==> src/rtl/phy_cr_pkg.sv <==
package phy_cr_pkg;

  typedef enum logic [2:0] {
    CR_IDLE   = 3'd0,
    CR_SEL    = 3'd1,
    CR_PRE_HI = 3'd2,
    CR_PRE_LO = 3'd3,
    CR_SETUP  = 3'd4,
    CR_ACK_HI = 3'd5,
    CR_ACK_LO = 3'd6
  } cr_state_e;

endpackage

==> src/rtl/phy_cr_rst_sync.sv <==
module phy_cr_rst_sync (
  input  logic clk,
  input  logic rst_n_in,
  output logic rst_n_out
);
  logic [1:0] sync_q;

  always_ff @(posedge clk or negedge rst_n_in) begin
    if (!rst_n_in) sync_q <= 2'b00;
    else           sync_q <= {sync_q[0], 1'b1};
  end

  assign rst_n_out = sync_q[1];
endmodule

==> src/rtl/phy_cr_hold_timer.sv <==
module phy_cr_hold_timer #(
  parameter int HOLD_CYC = 125
) (
  input  logic clk,
  input  logic rst_n,
  input  logic load,
  output logic expired
);
  localparam int W = (HOLD_CYC > 1) ? $clog2(HOLD_CYC) : 1;

  logic [W-1:0] cnt_q;
  logic [W-1:0] cnt_d;
  logic         cnt_en;

  always_comb begin
    cnt_en = load || (cnt_q != '0);
    cnt_d  = load ? W'(HOLD_CYC - 1) : (cnt_q - W'(1));
  end

  always_ff @(posedge clk or negedge rst_n) begin
    if (!rst_n)      cnt_q <= '0;
    else if (cnt_en) cnt_q <= cnt_d;
  end

  assign expired = (cnt_q == '0);

  // the level timer never holds more than HOLD_CYC-1 remaining cycles
  assert_timer_range_R3: assert property (@(posedge clk) disable iff (!rst_n)
    cnt_q <= W'(HOLD_CYC - 1));
endmodule

==> src/rtl/phy_cr_evt_cnt.sv <==
module phy_cr_evt_cnt #(
  parameter int MAX = 15
) (
  input  logic clk,
  input  logic rst_n,
  input  logic clr,
  input  logic inc,
  output logic full
);
  localparam int W = $clog2(MAX + 1);

  logic [W-1:0] cnt_q;
  logic [W-1:0] cnt_d;
  logic         cnt_en;

  always_comb begin
    cnt_en = clr || inc;
    cnt_d  = clr ? '0 : (cnt_q + W'(1));
  end

  always_ff @(posedge clk or negedge rst_n) begin
    if (!rst_n)      cnt_q <= '0;
    else if (cnt_en) cnt_q <= cnt_d;
  end

  assign full = (cnt_q == W'(MAX));

  // pulse and attempt counters never step past their limit
  assert_no_wrap_R7: assert property (@(posedge clk) disable iff (!rst_n)
    (inc && !clr) |-> !full);
endmodule

==> src/rtl/phy_cr_writer.sv <==
module phy_cr_writer #(
  parameter int ADDR_W     = 16,
  parameter int DATA_W     = 16,
  parameter int PRE_PULSES = 15,
  parameter int MAX_TRIES  = 10,
  parameter int HOLD_CYC   = 125
) (
  input  logic              clk,
  input  logic              rst_n,
  input  logic              start,
  input  logic [ADDR_W-1:0] addr,
  input  logic [DATA_W-1:0] data,
  output logic              busy,
  output logic              done,
  output logic              error,
  output logic              cr_clk,
  output logic              cr_sel,
  output logic [ADDR_W-1:0] cr_addr,
  output logic [DATA_W-1:0] cr_wdata,
  output logic              cr_wen,
  input  logic              cr_ack
);
  import phy_cr_pkg::*;

  logic rst_n_s;

  phy_cr_rst_sync u_rst_sync (
    .clk       (clk),
    .rst_n_in  (rst_n),
    .rst_n_out (rst_n_s)
  );

  cr_state_e         st_q, st_d;
  logic              clk_d, sel_d, wen_d, busy_d, done_d, err_d;
  logic [ADDR_W-1:0] addr_q, caddr_d;
  logic [DATA_W-1:0] data_q, wdata_d;
  logic              cap_en, caddr_en, wdata_en;
  logic              tmr_load, tmr_exp;
  logic              pre_inc, pre_full, try_inc, try_full, cnt_clr;

  phy_cr_hold_timer #(.HOLD_CYC(HOLD_CYC)) u_timer (
    .clk     (clk),
    .rst_n   (rst_n_s),
    .load    (tmr_load),
    .expired (tmr_exp)
  );

  phy_cr_evt_cnt #(.MAX(PRE_PULSES)) u_pre_cnt (
    .clk   (clk),
    .rst_n (rst_n_s),
    .clr   (cnt_clr),
    .inc   (pre_inc),
    .full  (pre_full)
  );

  phy_cr_evt_cnt #(.MAX(MAX_TRIES)) u_try_cnt (
    .clk   (clk),
    .rst_n (rst_n_s),
    .clr   (cnt_clr),
    .inc   (try_inc),
    .full  (try_full)
  );

  // next-state and output decode
  always_comb begin
    st_d     = st_q;
    clk_d    = cr_clk;
    sel_d    = cr_sel;
    wen_d    = cr_wen;
    busy_d   = busy;
    done_d   = 1'b0;
    err_d    = 1'b0;
    caddr_d  = addr_q;
    wdata_d  = data_q;
    cap_en   = 1'b0;
    caddr_en = 1'b0;
    wdata_en = 1'b0;
    tmr_load = 1'b0;
    pre_inc  = 1'b0;
    try_inc  = 1'b0;
    cnt_clr  = 1'b0;
    case (st_q)
      CR_IDLE: begin
        if (start) begin
          st_d     = CR_SEL;
          sel_d    = 1'b1;
          busy_d   = 1'b1;
          cap_en   = 1'b1;
          cnt_clr  = 1'b1;
          tmr_load = 1'b1;
        end
      end
      CR_SEL: begin
        if (tmr_exp) begin
          st_d     = CR_PRE_HI;
          clk_d    = 1'b1;
          tmr_load = 1'b1;
        end
      end
      CR_PRE_HI: begin
        if (tmr_exp) begin
          st_d     = CR_PRE_LO;
          clk_d    = 1'b0;
          pre_inc  = 1'b1;
          tmr_load = 1'b1;
        end
      end
      CR_PRE_LO: begin
        if (tmr_exp) begin
          tmr_load = 1'b1;
          if (pre_full) begin
            st_d     = CR_SETUP;
            sel_d    = 1'b0;
            wen_d    = 1'b1;
            wdata_en = 1'b1;
          end else begin
            st_d  = CR_PRE_HI;
            clk_d = 1'b1;
          end
        end
      end
      CR_SETUP: begin
        if (tmr_exp) begin
          st_d     = CR_ACK_HI;
          caddr_en = 1'b1;
          clk_d    = 1'b1;
          sel_d    = 1'b1;
          try_inc  = 1'b1;
          tmr_load = 1'b1;
        end
      end
      CR_ACK_HI: begin
        if (tmr_exp) begin
          clk_d = 1'b0;
          if (cr_ack || try_full) begin
            st_d   = CR_IDLE;
            wen_d  = 1'b0;
            sel_d  = 1'b0;
            busy_d = 1'b0;
            done_d = cr_ack;
            err_d  = !cr_ack;
          end else begin
            st_d     = CR_ACK_LO;
            tmr_load = 1'b1;
          end
        end
      end
      CR_ACK_LO: begin
        if (tmr_exp) begin
          st_d     = CR_ACK_HI;
          clk_d    = 1'b1;
          try_inc  = 1'b1;
          tmr_load = 1'b1;
        end
      end
      default: begin
        st_d   = CR_IDLE;
        clk_d  = 1'b0;
        sel_d  = 1'b0;
        wen_d  = 1'b0;
        busy_d = 1'b0;
      end
    endcase
  end

  // control registers
  always_ff @(posedge clk or negedge rst_n_s) begin
    if (!rst_n_s) begin
      st_q   <= CR_IDLE;
      cr_clk <= 1'b0;
      cr_sel <= 1'b0;
      cr_wen <= 1'b0;
      busy   <= 1'b0;
      done   <= 1'b0;
      error  <= 1'b0;
    end else begin
      st_q   <= st_d;
      cr_clk <= clk_d;
      cr_sel <= sel_d;
      cr_wen <= wen_d;
      busy   <= busy_d;
      done   <= done_d;
      error  <= err_d;
    end
  end

  // datapath registers with explicit enables
  always_ff @(posedge clk or negedge rst_n_s) begin
    if (!rst_n_s) begin
      addr_q   <= '0;
      data_q   <= '0;
      cr_addr  <= '0;
      cr_wdata <= '0;
    end else begin
      if (cap_en) begin
        addr_q <= addr;
        data_q <= data;
      end
      if (caddr_en) cr_addr  <= caddr_d;
      if (wdata_en) cr_wdata <= wdata_d;
    end
  end

  // completion pulses are exclusive and last one cycle
  assert_done_err_excl_R8: assert property (@(posedge clk) disable iff (!rst_n_s)
    !(done && error));
  assert_done_pulse_R8: assert property (@(posedge clk) disable iff (!rst_n_s)
    done |=> !done);
  assert_err_pulse_R8: assert property (@(posedge clk) disable iff (!rst_n_s)
    error |=> !error);
  // idle port rests with write enable and clock low
  assert_idle_rest_R10: assert property (@(posedge clk) disable iff (!rst_n_s)
    !busy |-> (!cr_wen && !cr_clk));
  // the port clock moves only after its level timer has run out
  assert_level_hold_R3: assert property (@(posedge clk) disable iff (!rst_n_s)
    (cr_clk != $past(cr_clk)) |-> $past(tmr_exp));
  // every address-phase rise of the port clock carries select
  assert_sel_with_clk_R5: assert property (@(posedge clk) disable iff (!rst_n_s)
    ($rose(cr_clk) && cr_wen) |-> cr_sel);
  // latched address stays fixed while a transfer runs
  assert_addr_hold_R9: assert property (@(posedge clk) disable iff (!rst_n_s)
    (busy && $past(busy)) |-> $stable(addr_q));
endmodule

==> config.mk <==
export PLATFORM = sky130hd
export DESIGN_NAME = phy_cr_writer
export DESIGN_NICKNAME = d
export VERILOG_FILES = /design/src/rtl/phy_cr_pkg.sv /design/src/rtl/phy_cr_rst_sync.sv /design/src/rtl/phy_cr_hold_timer.sv /design/src/rtl/phy_cr_evt_cnt.sv /design/src/rtl/phy_cr_writer.sv
export SDC_FILE = /design/constraint.sdc
export NUM_CORES = 1
export LEC_CHECK = 0
export BUFFER_PORTS_ARGS = -buffer_cell sky130_fd_sc_hd__buf_4
export CAP_MARGIN = 5
export CORE_MARGIN = 2
export CORE_UTILIZATION = 35
export DETAILED_ROUTE_END_ITERATION = 8
export GPL_TIMING_DRIVEN = 0
export PLACE_DENSITY = 0.65
export SYNTH_ARGS = -nofsm -noshare
export SYNTH_HDL_FRONTEND = slang
export SYNTH_SLANG_ARGS = --single-unit
==> constraint.sdc <==
create_clock -name clk -period 3.9 [get_ports clk]
set_clock_uncertainty 0.1 [all_clocks]
set_input_delay 0.78 -clock clk [delete_from_list [all_inputs] [get_ports clk]]
set_output_delay 0.78 -clock clk [all_outputs]
set_load 0.01 [all_outputs]
=== Word-level counts from Yosys, hierarchy flattened ===
Index checks and enable logic that the tools add are counted.
W data, S select, Z words.

* Register bits after elaboration: 90
* Input port bits: 36

* Add/sub/neg operators: 3
* Equal/unequal tests: 20
* Multiplexer cells: 45
* Bitwise operators: 4
* Reductions and logical operators: 19

{| class="wikitable"
|+ Operators with widths
! cell !! number
|-
| $mux W1 || 28
|-
| $mux W3 || 8
|-
| $ne A2 B2 Y1 const B || 9
|-
| $pmux W3 S6 || 1
|-
| $reduce_and A5 Y1 || 2
|-
| $reduce_or A5 Y1 || 2
|-
| $eq A3 B3 Y1 const B || 3
|-
| $pmux W1 S3 || 3
|-
| $add A4 B1 Y4 const B || 2
|-
| $eq A4 B4 Y1 const B || 2
|-
| $mux W4 || 2
|-
| $logic_not A7 Y1 || 1
|-
| $mux W7 || 1
|-
| $reduce_and A7 Y1 || 1
|-
| $reduce_bool A7 Y1 || 1
|-
| $sub A7 B1 Y7 const B || 1
|-
| $eq A3 B2 Y1 const B || 2
|-
| $ne A2 B1 Y1 const B || 3
|-
| $reduce_and A6 Y1 || 1
|-
| $reduce_or A3 Y1 || 2
|-
| $pmux W1 S5 || 1
|-
| $logic_or A1 B1 Y1 || 4
|-
| $not A1 Y1 || 4
|-
| $pmux W1 S4 || 1
|-
| other kinds (5) || 6
|}

=== Depth between registers and ports, before layout ===
Gate-level depths: netlist of run 1.

* Depth after elaboration: 6
* Gate-level depth with buffers: 7
* Mapped depth without buffers: 6

=== Cells and area by module ===
From an unflattened synthesis of run 1, not the netlist that was laid out.

* Cell total of the unflattened synthesis: 295
* Area, all modules: 4096.4 sq um

{| class="wikitable"
|+ Modules (own cells, without submodules)
! module !! instances !! cells each !! area an instance (sq um) !! seq. area each (sq um)
|-
| phy_cr_writer || 1 || 212 || 3211.8 || 1826.8
|-
| phy_cr_hold_timer || 1 || 42 || 410.4 || 175.2
|-
| phy_cr_evt_cnt (u_try_cnt) || 1 || 21 || 221.5 || 100.1
|-
| phy_cr_evt_cnt (u_pre_cnt) || 1 || 17 || 198.9 || 100.1
|-
| phy_cr_rst_sync || 1 || 3 || 53.8 || 50.0
|}

=== Worst setup path before layout of run 1 ===
Ideal clock, no wire load.

* Path type: input-to-reg
* From: in start
* To: reg data_q[0]
* Setup time: 117 ps
* Arrival time: 1846 ps
* Slack: 1838 ps
* Stages on the path: 5
* Cells stage by stage: or4b_2 > buf_2 > clkbuf_1 > nand2_1 > nand2_1

* Longest elaborated chain between the ends: 2

{| class="wikitable"
|+ Ends and longest elaborated chain
! element !! RTL line !! RTL
|-
| start, declared || phy_cr_writer.sv:10 || <nowiki>input logic start,</nowiki>
|-
| $mux W1 || phy_cr_writer.sv:84 || <nowiki>if (start) begin</nowiki>
|-
| $mux W1 || phy_cr_writer.sv:82 || <nowiki>case (st_q)</nowiki>
|-
| end signal, assigned || phy_cr_writer.sv:197 || <nowiki>data_q <= data;</nowiki>
|-
| end, declared || phy_cr_writer.sv:36 || <nowiki>logic [DATA_W-1:0] data_q, wdata_d;</nowiki>
|}

Every way passes these cells.
A chain may end at the register's enable or synchronous reset.

=== Final worst setup path of run 1 ===
* From: reg u_timer.cnt_q[0]
* To: reg cr_wdata[9]

* Longest elaborated chain between the ends: 3

{| class="wikitable"
|+ Ends and longest elaborated chain
! element !! RTL line !! RTL
|-
| start, declared || phy_cr_hold_timer.sv:11 || <nowiki>logic [W-1:0] cnt_q;</nowiki>
|-
| start signal, assigned || phy_cr_hold_timer.sv:22 || <nowiki>else if (cnt_en) cnt_q <= cnt_d;</nowiki>
|-
| $logic_not A7 Y1 || phy_cr_hold_timer.sv:25 || <nowiki>assign expired = (cnt_q == '0);</nowiki>
|-
| $mux W1 || phy_cr_writer.sv:109 || <nowiki>if (tmr_exp) begin</nowiki>
|-
| $mux W1 || phy_cr_writer.sv:82 ||
|-
| end signal, assigned || phy_cr_writer.sv:200 || <nowiki>if (wdata_en) cr_wdata <= wdata_d;</nowiki>
|-
| end, declared || phy_cr_writer.sv:19 || <nowiki>output logic [DATA_W-1:0] cr_wdata,</nowiki>
|}

Every way passes these cells.

==> results of run 1 <==
-- cell type report --
type	count	share of cell area
multi-input combinational	225	0.296
buffer	15	0.0183
clock inverter	5	0.00646
timing repair buffer	74	0.124
inverter	4	0.00323
clock buffer	11	0.0304
sequential	90	0.485
tap	136	0.0366
-- through the flow --
stage                     instance area [um2]   util
after floorplan                          3730      -
after global placement                   4450  0.431
after detailed placement                 4480  0.434
after CTS                                4650  0.450
after global routing                     4650  0.450
final                                    4650  0.450
-- flip-flops by register name (all words and copies together) (netlist names), 2 cells and up --
name	count
cr_wdata	16
addr_q	16
u_timer.cnt_q	7
u_pre_cnt.cnt_q	4
data_q	16
cr_addr	16
u_try_cnt.cnt_q	4
st_q	3
u_rst_sync.sync_q	2
-- power breakdown --
group	internal, W	total (W)	leakage [nW]	switching (W)
Sequential	0.00121	0.00139	1.17	0.000186
Combinational	0.000323	0.000671	1.15	0.000348
Clock	0.000246	0.000566	0.0851	0.000320
Total	0.00178	0.00263	2.40	0.000854
-- metal layers --
| layer | GRT usage | vias up |
|---|---|---|
| met1 | 0.188 | 1289 |
| met4 | 0.0705 | 0 |
| li1 | - | 1283 |
| met3 | 0.0340 | 9 |
| met5 | 0 | - |
| met2 | 0.236 | 48 |
-- cells by family (layout without fill, tap and decap cells) --
family / count (synthesis) / in the layout / share of synthesized area
XOR/XNOR: 5 / 5 / 0.0117
AND/OR/NAND/NOR: 155 / 155 / 0.189
adder cells (fa/ha/maj): 5 / 5 / 0.0168
multiplexers: 33 / 33 / 0.0993
other: 1 / 1 / 0.00101
AO/OA/AOI/OAI: 26 / 26 / 0.0517
buffers and inverters: 19 / 109 / 0.0268
flip-flops: 90 / 90 / 0.604
-- worst max-delay path: cells and delay by family (launching register included) --
family / cells / cell delay, ns
flops: 1 / 0.40
fa+ha+maj: 1 / 0.21
buf+inv: 2 / 0.33
simple gates: 3 / 0.90
mux: 1 / 0.34
-- cells in the final DEF, fill, tap and decap left out, types with 6 or more instances in the layout --
cell,Yosys,routed
nand2_1,105,105
dfrtp_1,90,89
buf_4,4,77
mux2_2,32,32
nand3_1,10,10
nor2_1,10,10
clkbuf_8,0,10
nor3_1,9,9
clkbuf_1,5,6
o21ai_0,6,6
-- final timing paths --
path	end	cells after the start
hold / removal	u_rst_sync.sync_q[0]	1
max in group asynchronous	cr_wdata[2]	1
setup reg to reg	cr_wdata[9]	7
hold reg to reg	cr_addr[1]	0
min in group clk	u_rst_sync.sync_q[1]	0
setup / recovery	cr_wdata[9]	7
==> impl_summary.md, run 1 <==
Status
The run finished with clean final reports.

Logic synthesis
The biggest area contributor in the post-synthesis netlist is dfrtp_1. Dividing the synthesized area by the synthesized cell count gives 11.2 um2. Synthesis produced a netlist whose cell count is 334. In this run, synthesis inferred 0 flip-flops with an integrated enable.

The top-area cell type share of the netlist area is 0.604. The most instantiated flip-flop cell in the synthesis netlist is dfrtp_1. In the synthesized netlist, the cells that appear most often are 105 x nand2_1, 90 x dfrtp_1, 32 x mux2_2, 10 x nand3_1, 10 x nor2_1.

Yosys printed 0 warnings. The most frequent cell after synthesis is nand2_1. After synthesis, the cell types taking the most area are dfrtp_1 60%, nand2_1 11%, mux2_2 9.7%. The summed instance area of the synthesized netlist is 0.00373 mm2. The synthesized netlist net count is 375.

The proportion of synthesized flip-flops having asynchronous set or reset is 1.00. The synthesized netlist contains 41 unique library cells. In this run, synthesis produced a sequential element count of 90.

Of the synthesized area, sequential elements account for 0.604.

Global route
The final global-route overflow total is 0. The number of antenna violations at the first check in global routing is 0. The maximum number of pins on one net before global-route repair is 49.

The global-route wire length before repair is 13,200 um. The via count of the first global-routing pass is 2,776. The all-layer global routing usage is 0.147.

Power and ir drop
The worst-case IR drop observed on VDD is 0.000211 V. Summed over all cells, the static leakage comes to 2.40 nW. The power density normalized to cell area is 566 mW/mm2. The total power after layout is 0.00263 W.

Die
The die covers 0.0115 mm2. The total area inside the core boundary comes to 0.0103 mm2. The die outline width is 107 um. The die is 107 um tall. The placement row count is 37. In this run the count of I/O pins placed on the die edge is 74. The initial utilization of the core area, before any placement, comes to 0.361.

Worst hold path
In this run the worst hold path is classified as in2async.

STA
The hold violation total from the final report is 0. The measured slew at the worst slew-check pin is 0.877 ns. The worst path meets setup with 1.51 ns of slack.

The peak clock frequency supported by timing is 418 MHz. The tightest hold path in the finished design has a slack of 0.0891 ns. Setup repair after global routing left no endpoint under its margin. The minimum period implied by the final worst setup slack is 2.39 ns.

The final sum of negative setup slack is 0 ns. The count of pins over their slew limit came to 0. The final count of negative-setup-slack endpoints is 0. In the finished design, the share of the clock period the worst path needs comes to 0.614. Measured against its own limit, the worst slew margin works out to 0.407.

Critical path
The critical path goes through inv_1 -> ha_1 -> nor3b_2 -> nand3_1 -> nor2_4 -> buf_6 -> mux2_2. The critical path is of the reg2reg type. The longest individual stage delay on the worst path is 0.40 ns.

For flop-to-flop paths, the worst setup slack is 1.51 ns. The worst setup path is launched from a register. Of all nets on the critical path, the largest fanout is 10. The worst-path cell with the longest stage delay is dfrtp_1.

The most critical setup path has its startpoint at u_timer.cnt_q[0]. For the worst setup path, the data required time is 4.04 ns. The reg-to-reg startpoint is u_timer.cnt_q[0].

The data arrival time of the critical path is 2.54 ns. The endpoint class of the critical path is a register.

Detailed routing
Dividing the detail-routed via count by the number of cells gives 4.69. After the first detailed-routing iteration, the DRC count stood at 124. Dividing the detail-routed wire length by the instance count gives 13.8 um. The first detailed-routing pass took 4 iterations. For this block, the via count after detailed routing is 2,629. The routed length on met1 is 3430 um. After detailed routing, the number of remaining DRC violations is 0.

The number of antenna-violating nets in the routed design is 0. After detailed routing, the met3 layer carries 373 um of wire. Wire segments on met2 add up to 3800 um in the final route. The overall routed net length is 7720 um.

The topmost layer with routed signal wires is met4.

Placed design
Prior to clock tree synthesis, the placed netlist has a worst setup slack of 1.40 ns. The number of instances in the placed design is 544. The count of input and output buffers is 73.

The detailed-placement wirelength estimate is 5430 um. The last weighted congestion value of the routability-driven placer is 0.800.

Clock tree
After clock tree synthesis, the repair step resized 0 gates. The clock reaches the later pin of the worst-skew pair after 0.36 ns. After clock tree synthesis, the setup repair step added 0 buffers. The library cell used as clock root buffer is clkbuf_8. CTS saw 90 sinks. Buffers inserted to repair hold after CTS numbered 0. TritonCTS built the clock tree. Counting the buffers created by CTS gives 9. The level count of the clock H-tree is 3. After clock tree synthesis, the clock-pin slew on the worst setup and hold paths is 0.08 ns.

The clock passes through at most 2 buffers.

Layout
In the final layout, the multi-input gates occupy 0.00138 mm2. The share of post-route cells with drive strength above 1 is 0.328. The area occupied by registers is 0.00226 mm2.

The number of antenna diodes in the final layout is 0. The number of standard cells in the layout, taps in and fillers out is 560. The total of fill cells in the finished design is 1,001. For this run, the post-layout net count is 460.

The layout overhead on the synthesized area is 24.7%.

Run
Max-cap violations in this run came to 0.
(Power assumes the default switching activity.)
==> run 2, diff against run 1 <==
--- a/config.mk
+++ b/config.mk
@@ -5,6 +5,7 @@
 export SDC_FILE = /design/constraint.sdc
 export NUM_CORES = 1
 export LEC_CHECK = 0
+export ABC_AREA = 1
 export BUFFER_PORTS_ARGS = -buffer_cell sky130_fd_sc_hd__buf_4
 export CAP_MARGIN = 5
 export CORE_MARGIN = 2
==> constraint.sdc (replaced) <==
create_clock -name clk -period 2.3 [get_ports clk]
set_clock_uncertainty 0.1 [all_clocks]
set_input_delay 0.46 -clock clk [delete_from_list [all_inputs] [get_ports clk]]
set_output_delay 0.46 -clock clk [all_outputs]
set_load 0.01 [all_outputs]
==> run 2 against run 1 <==
Effect of this change: utilization down 0.27 points; die area increased by 5.1%; clock power is 86% higher; critical endpoint is now cr_addr[4]; sequential share of layout area fell by 2.2 points; clock-buffer cell count unchanged; global-route usage grew 0.90 points; final cell count rose by 21%; non-clock buffer count is the same.
==> impl_summary.md, run 2 <==
Die
The starting utilization of the core area is 0.361 (about the same). The placement row count is 38 (was 37). The total die area is 0.0121 mm2 (was 0.0115 mm2). The placeable core area is 0.0109 mm2 (was 0.0103 mm2). The height of the die is 110 um (was 107 um). The count of pins on the block boundary is 74 (unchanged). The die outline width is 110 um (was 107 um).

Global route
The final global-route overflow total is 0 (unchanged). The via count of the first global-routing pass was 3,242 (was 2,776). The maximum number of pins on one net before global-route repair is 72 (was 49).

The global-route wire length before repair came to 14,600 um (was 13,200 um). The number of antenna violations at the first check in global routing is 0 (unchanged). The all-layer global routing usage is 0.156 (was 0.147).

Logic synthesis
The post-synthesis average cell area is 8.74 um2 (was 11.2 um2). The summed instance area of the synthesized netlist is 0.00393 mm2 (was 0.00373 mm2). The proportion of synthesized flip-flops having asynchronous set or reset is 1.00 (unchanged).

The synthesized netlist net count is 490 (was 375). The top-area cell type share of the netlist area is 0.574 (was 0.604). The adder-cell area share of the yosys netlist is 0.0159 (was 0.0168). The most instantiated flip-flop cell in the synthesis netlist is dfrtp_1 (unchanged). The complex-gate fraction of the synthesized area is 0.0548 (was 0.0517).

The library cell with the largest summed area after synthesis is dfrtp_1 (unchanged). The count of flip-flops with a built-in enable after synthesis was 0 (unchanged). Most common library cells after synthesis: 185 x nand2_1, 90 x dfrtp_1, 40 x nand3_1, 29 x inv_1, 18 x o21ai_1 (was 105 x nand2_1, 90 x dfrtp_1, 32 x mux2_2, 10 x nand3_1, 10 x nor2_1).

The post-synthesis share of cell area spent on and, or, nand and nor gates is 0.289 (was 0.189). The number of different library cells in the post-synthesis netlist is 33 (was 41). The share of the yosys chip area belonging to registers is 0.574 (was 0.604). Most area-consuming cells after synthesis: dfrtp_1 57%, nand2_1 18%, nand3_1 5.1% (was dfrtp_1 60%, nand2_1 11%, mux2_2 9.7%).

The number of instances in the synthesized netlist was 449 (was 334). The multiplexer share of the synthesized area is 0 (was 0.0993). The main combinational cell family by area after synthesis is simple AND/OR/NAND/NOR gates (unchanged). The warning count from the yosys run is 0 (unchanged). The register bit total from synthesis was 90 (unchanged). The most frequent cell after synthesis is nand2_1 (unchanged).

The post-synthesis xor/xnor area fraction came to 0.00892 (was 0.0117).

Layout
The layout overhead on the synthesized area is 24.2% (was 24.7%). The leading cell type in the layout, fill and taps excluded is nand2_1 (unchanged). The area taken by multi-input logic gates is 0.00145 mm2 (was 0.00138 mm2). The area occupied by registers came to 0.00226 mm2 (unchanged). Highest-count cells in the layout ignoring fill and taps: 185 x nand2_1, 89 x dfrtp_1, 76 x buf_4, 40 x nand3_1, 29 x inv_1 (was 105 x nand2_1, 89 x dfrtp_1, 77 x buf_4, 32 x mux2_2). The number of antenna repair diodes is 0 (unchanged). The net count reported at finish came to 576 (was 460).

The share of post-route cells with drive strength above 1 is 0.243 (was 0.328). The total of fill cells in the finished design is 1,069 (was 1,001).

Critical path
The data required time at the worst endpoint came to 2.46 ns (was 4.04 ns). The endpoint class of the critical path is a register (unchanged). The worst reg-to-reg setup slack is 0.33 ns (was 1.51 ns). The maximum fanout along the worst path is 10 (unchanged).

The depth of the worst register-to-register path is 10 (was 7). The type of the worst setup path is reg2reg (unchanged). The critical path startpoint category is a register (unchanged). The data arrival time of the critical path is 2.13 ns (was 2.54 ns). The reg-to-reg startpoint is u_timer.cnt_q[0] (unchanged). The endpoint of the worst-slack reg-to-reg timing path was cr_addr[4] (was cr_wdata[9]).

STA
The final sum of negative setup slack is 0 ns (unchanged). The share of the cycle needed by the critical path after routing came to 0.857 (was 0.614). The final count of negative-setup-slack endpoints is 0 (unchanged). The minimum period implied by the final worst setup slack is 1.97 ns (was 2.39 ns). Setup repair after global routing missed its margin: false (unchanged). The count of pins over their slew limit is 0 (unchanged). The hold violation total from the final report is 0 (unchanged). The final worst-path setup slack is 0.328 ns (was 1.51 ns). The peak clock frequency supported by timing is 507 MHz (was 418 MHz).

Detailed routing
The count of vias placed by the detailed router is 3,189 (was 2,629). The number of antenna-violating nets in the routed design is 0 (unchanged). The overall routed net length is 8720 um (was 7720 um).

The average via count per standard cell came to 4.70 (was 4.69). The iteration count of the initial detailed-routing pass is 4 (unchanged). The average wire per standard cell is 12.8 um (was 13.8 um). The initial detailed-routing violation count is 148 (was 124).

The remaining routing DRC violations was 0 (unchanged).

Power and ir drop
The relative contribution of sequential cells to total power is 0.478 (was 0.530). The proportion of power drawn by the clock network came to 0.230 (was 0.215). The net switching fraction of the power was 0.352 (was 0.325). The reported leakage power is 2.62 nW (was 2.40 nW).

The reported net switching power came to 0.00160 W (was 0.000854 W). The power density normalized to cell area was 935 mW/mm2 (was 566 mW/mm2). The fraction of power consumed by combinational cells is 0.292 (was 0.255). The maximum vdd ir drop was 0.000360 V (was 0.000211 V). The design internal power is 0.00296 W (was 0.00178 W).

Placed design
The last weighted congestion value of the routability-driven placer is 0.807 (was 0.800). The worst slack at placement came to 0.307 ns (was 1.40 ns). The detailed-placement wirelength estimate is 6280 um (was 5430 um). The count of input and output buffers is 73 (unchanged).

Clock tree
The latest clock arrival within the worst-skew pair was 0.36 ns (about the same). The number of clock sinks is 90 (unchanged). The clock tree from TritonCTS was done (unchanged). The library cell used as clock root buffer is clkbuf_8 (unchanged). The level count of the clock H-tree was 3 (unchanged).

The maximum count of clock buffers along a single path is 2 (unchanged). The TritonCTS buffer count is 9 (unchanged). The number of buffers inserted to repair setup after CTS is 0 (unchanged).

The clock slew seen by the registers of the worst setup and hold paths is 0.09 ns (was 0.08 ns). The count of instances resized after the clock tree is built is 0 (unchanged).

Worst hold path
The kind of path behind the tightest hold check is reg2async (was in2async).

Status
Result of the run: complete, no violations (unchanged).

Run
The max-cap violation count is 0 (unchanged).
## run 2: per-layer routing
layer / wire length (um) / track usage
met5: 0 / 0
met4: 159 / 0.0705
met3: 410 / 0.0296
met2: 4210 / 0.263
met1: 3940 / 0.193
## run 2: power groups by stage
stage          logic (W)  registers [W]  clock network, W
6_report         0.00133        0.00218           0.00105
3_5_place_dp     0.00134        0.00221                 0
2_1_floorplan   0.000973        0.00218                 0
4_1_cts          0.00135        0.00218           0.00109
5_1_grt          0.00153        0.00223           0.00115
3_3_place_gp     0.00125        0.00221                 0
## run 2: cell families (layout without fill, tap and decap cells)
family          Yosys count  after routing
compound gates           35             35
buf+inv                  51            141
flops                    90             90
simple gates            263            263
other cells               1              1
xor+xnor                  4              4
fa+ha+maj                 5              5
## run 2: per-stage QoR
stage	utilization	hold WS [ns]	instances	instance area (um2)	power [W]
3_5_place_dp	0.430	0.119	663	4680	0.00355
4_1_cts	0.448	0.128	679	4870	0.00462
2_1_floorplan	-	0.0644	449	3930	0.00315
6_report	0.448	0.112	679	4870	0.00456
5_1_grt	0.448	0.138	679	4870	0.00491
3_3_place_gp	0.427	0.142	662	4650	0.00347
## run 2: how the worst max path moves through the flow
| stage | endpoint | start | cells past startpoint |
|---|---|---|---|
| floorplan | cr_addr[11] | u_timer.cnt_q[0] | 10 |
| global placement | addr_q[13] | u_rst_sync.sync_q[1] | 0 |
| detailed placement | cr_addr[12] | u_timer.cnt_q[0] | 10 |
| CTS | cr_addr[12] | u_timer.cnt_q[0] | 10 |
| global route | cr_addr[11] | u_timer.cnt_q[0] | 10 |
| finish | cr_addr[4] | u_timer.cnt_q[0] | 10 |
## run 2: cell type report
| class | instances | area share |
|---|---|---|
| Buffer | 14 | 0.0169 |
| Clock buffer | 11 | 0.0270 |
| Clock inverter | 4 | 0.0108 |
| Inverter | 37 | 0.0290 |
| Multi-Input combinational cell | 308 | 0.297 |
| Sequential cell | 90 | 0.463 |
| Tap cell | 140 | 0.0359 |
| Timing Repair Buffer | 75 | 0.120 |
## run 2: repair_timing
| item | CTS | global route |
|---|---|---|
| hold endpoints to repair | 2 | 0 |
| hold buffers | 1 | 0 |
| setup endpoints to repair | 0 | 0 |
## run 2: worst max-delay path, cell delays in order, from the launching register on
cell     delay [ns]
dfrtp_1        0.38
inv_1          0.11
ha_1           0.16
inv_1          0.04
nor2_1         0.15
nand3_2        0.22
inv_4          0.20
nand2_2        0.14
buf_2          0.23
nand2_1        0.09
nand2_1        0.05
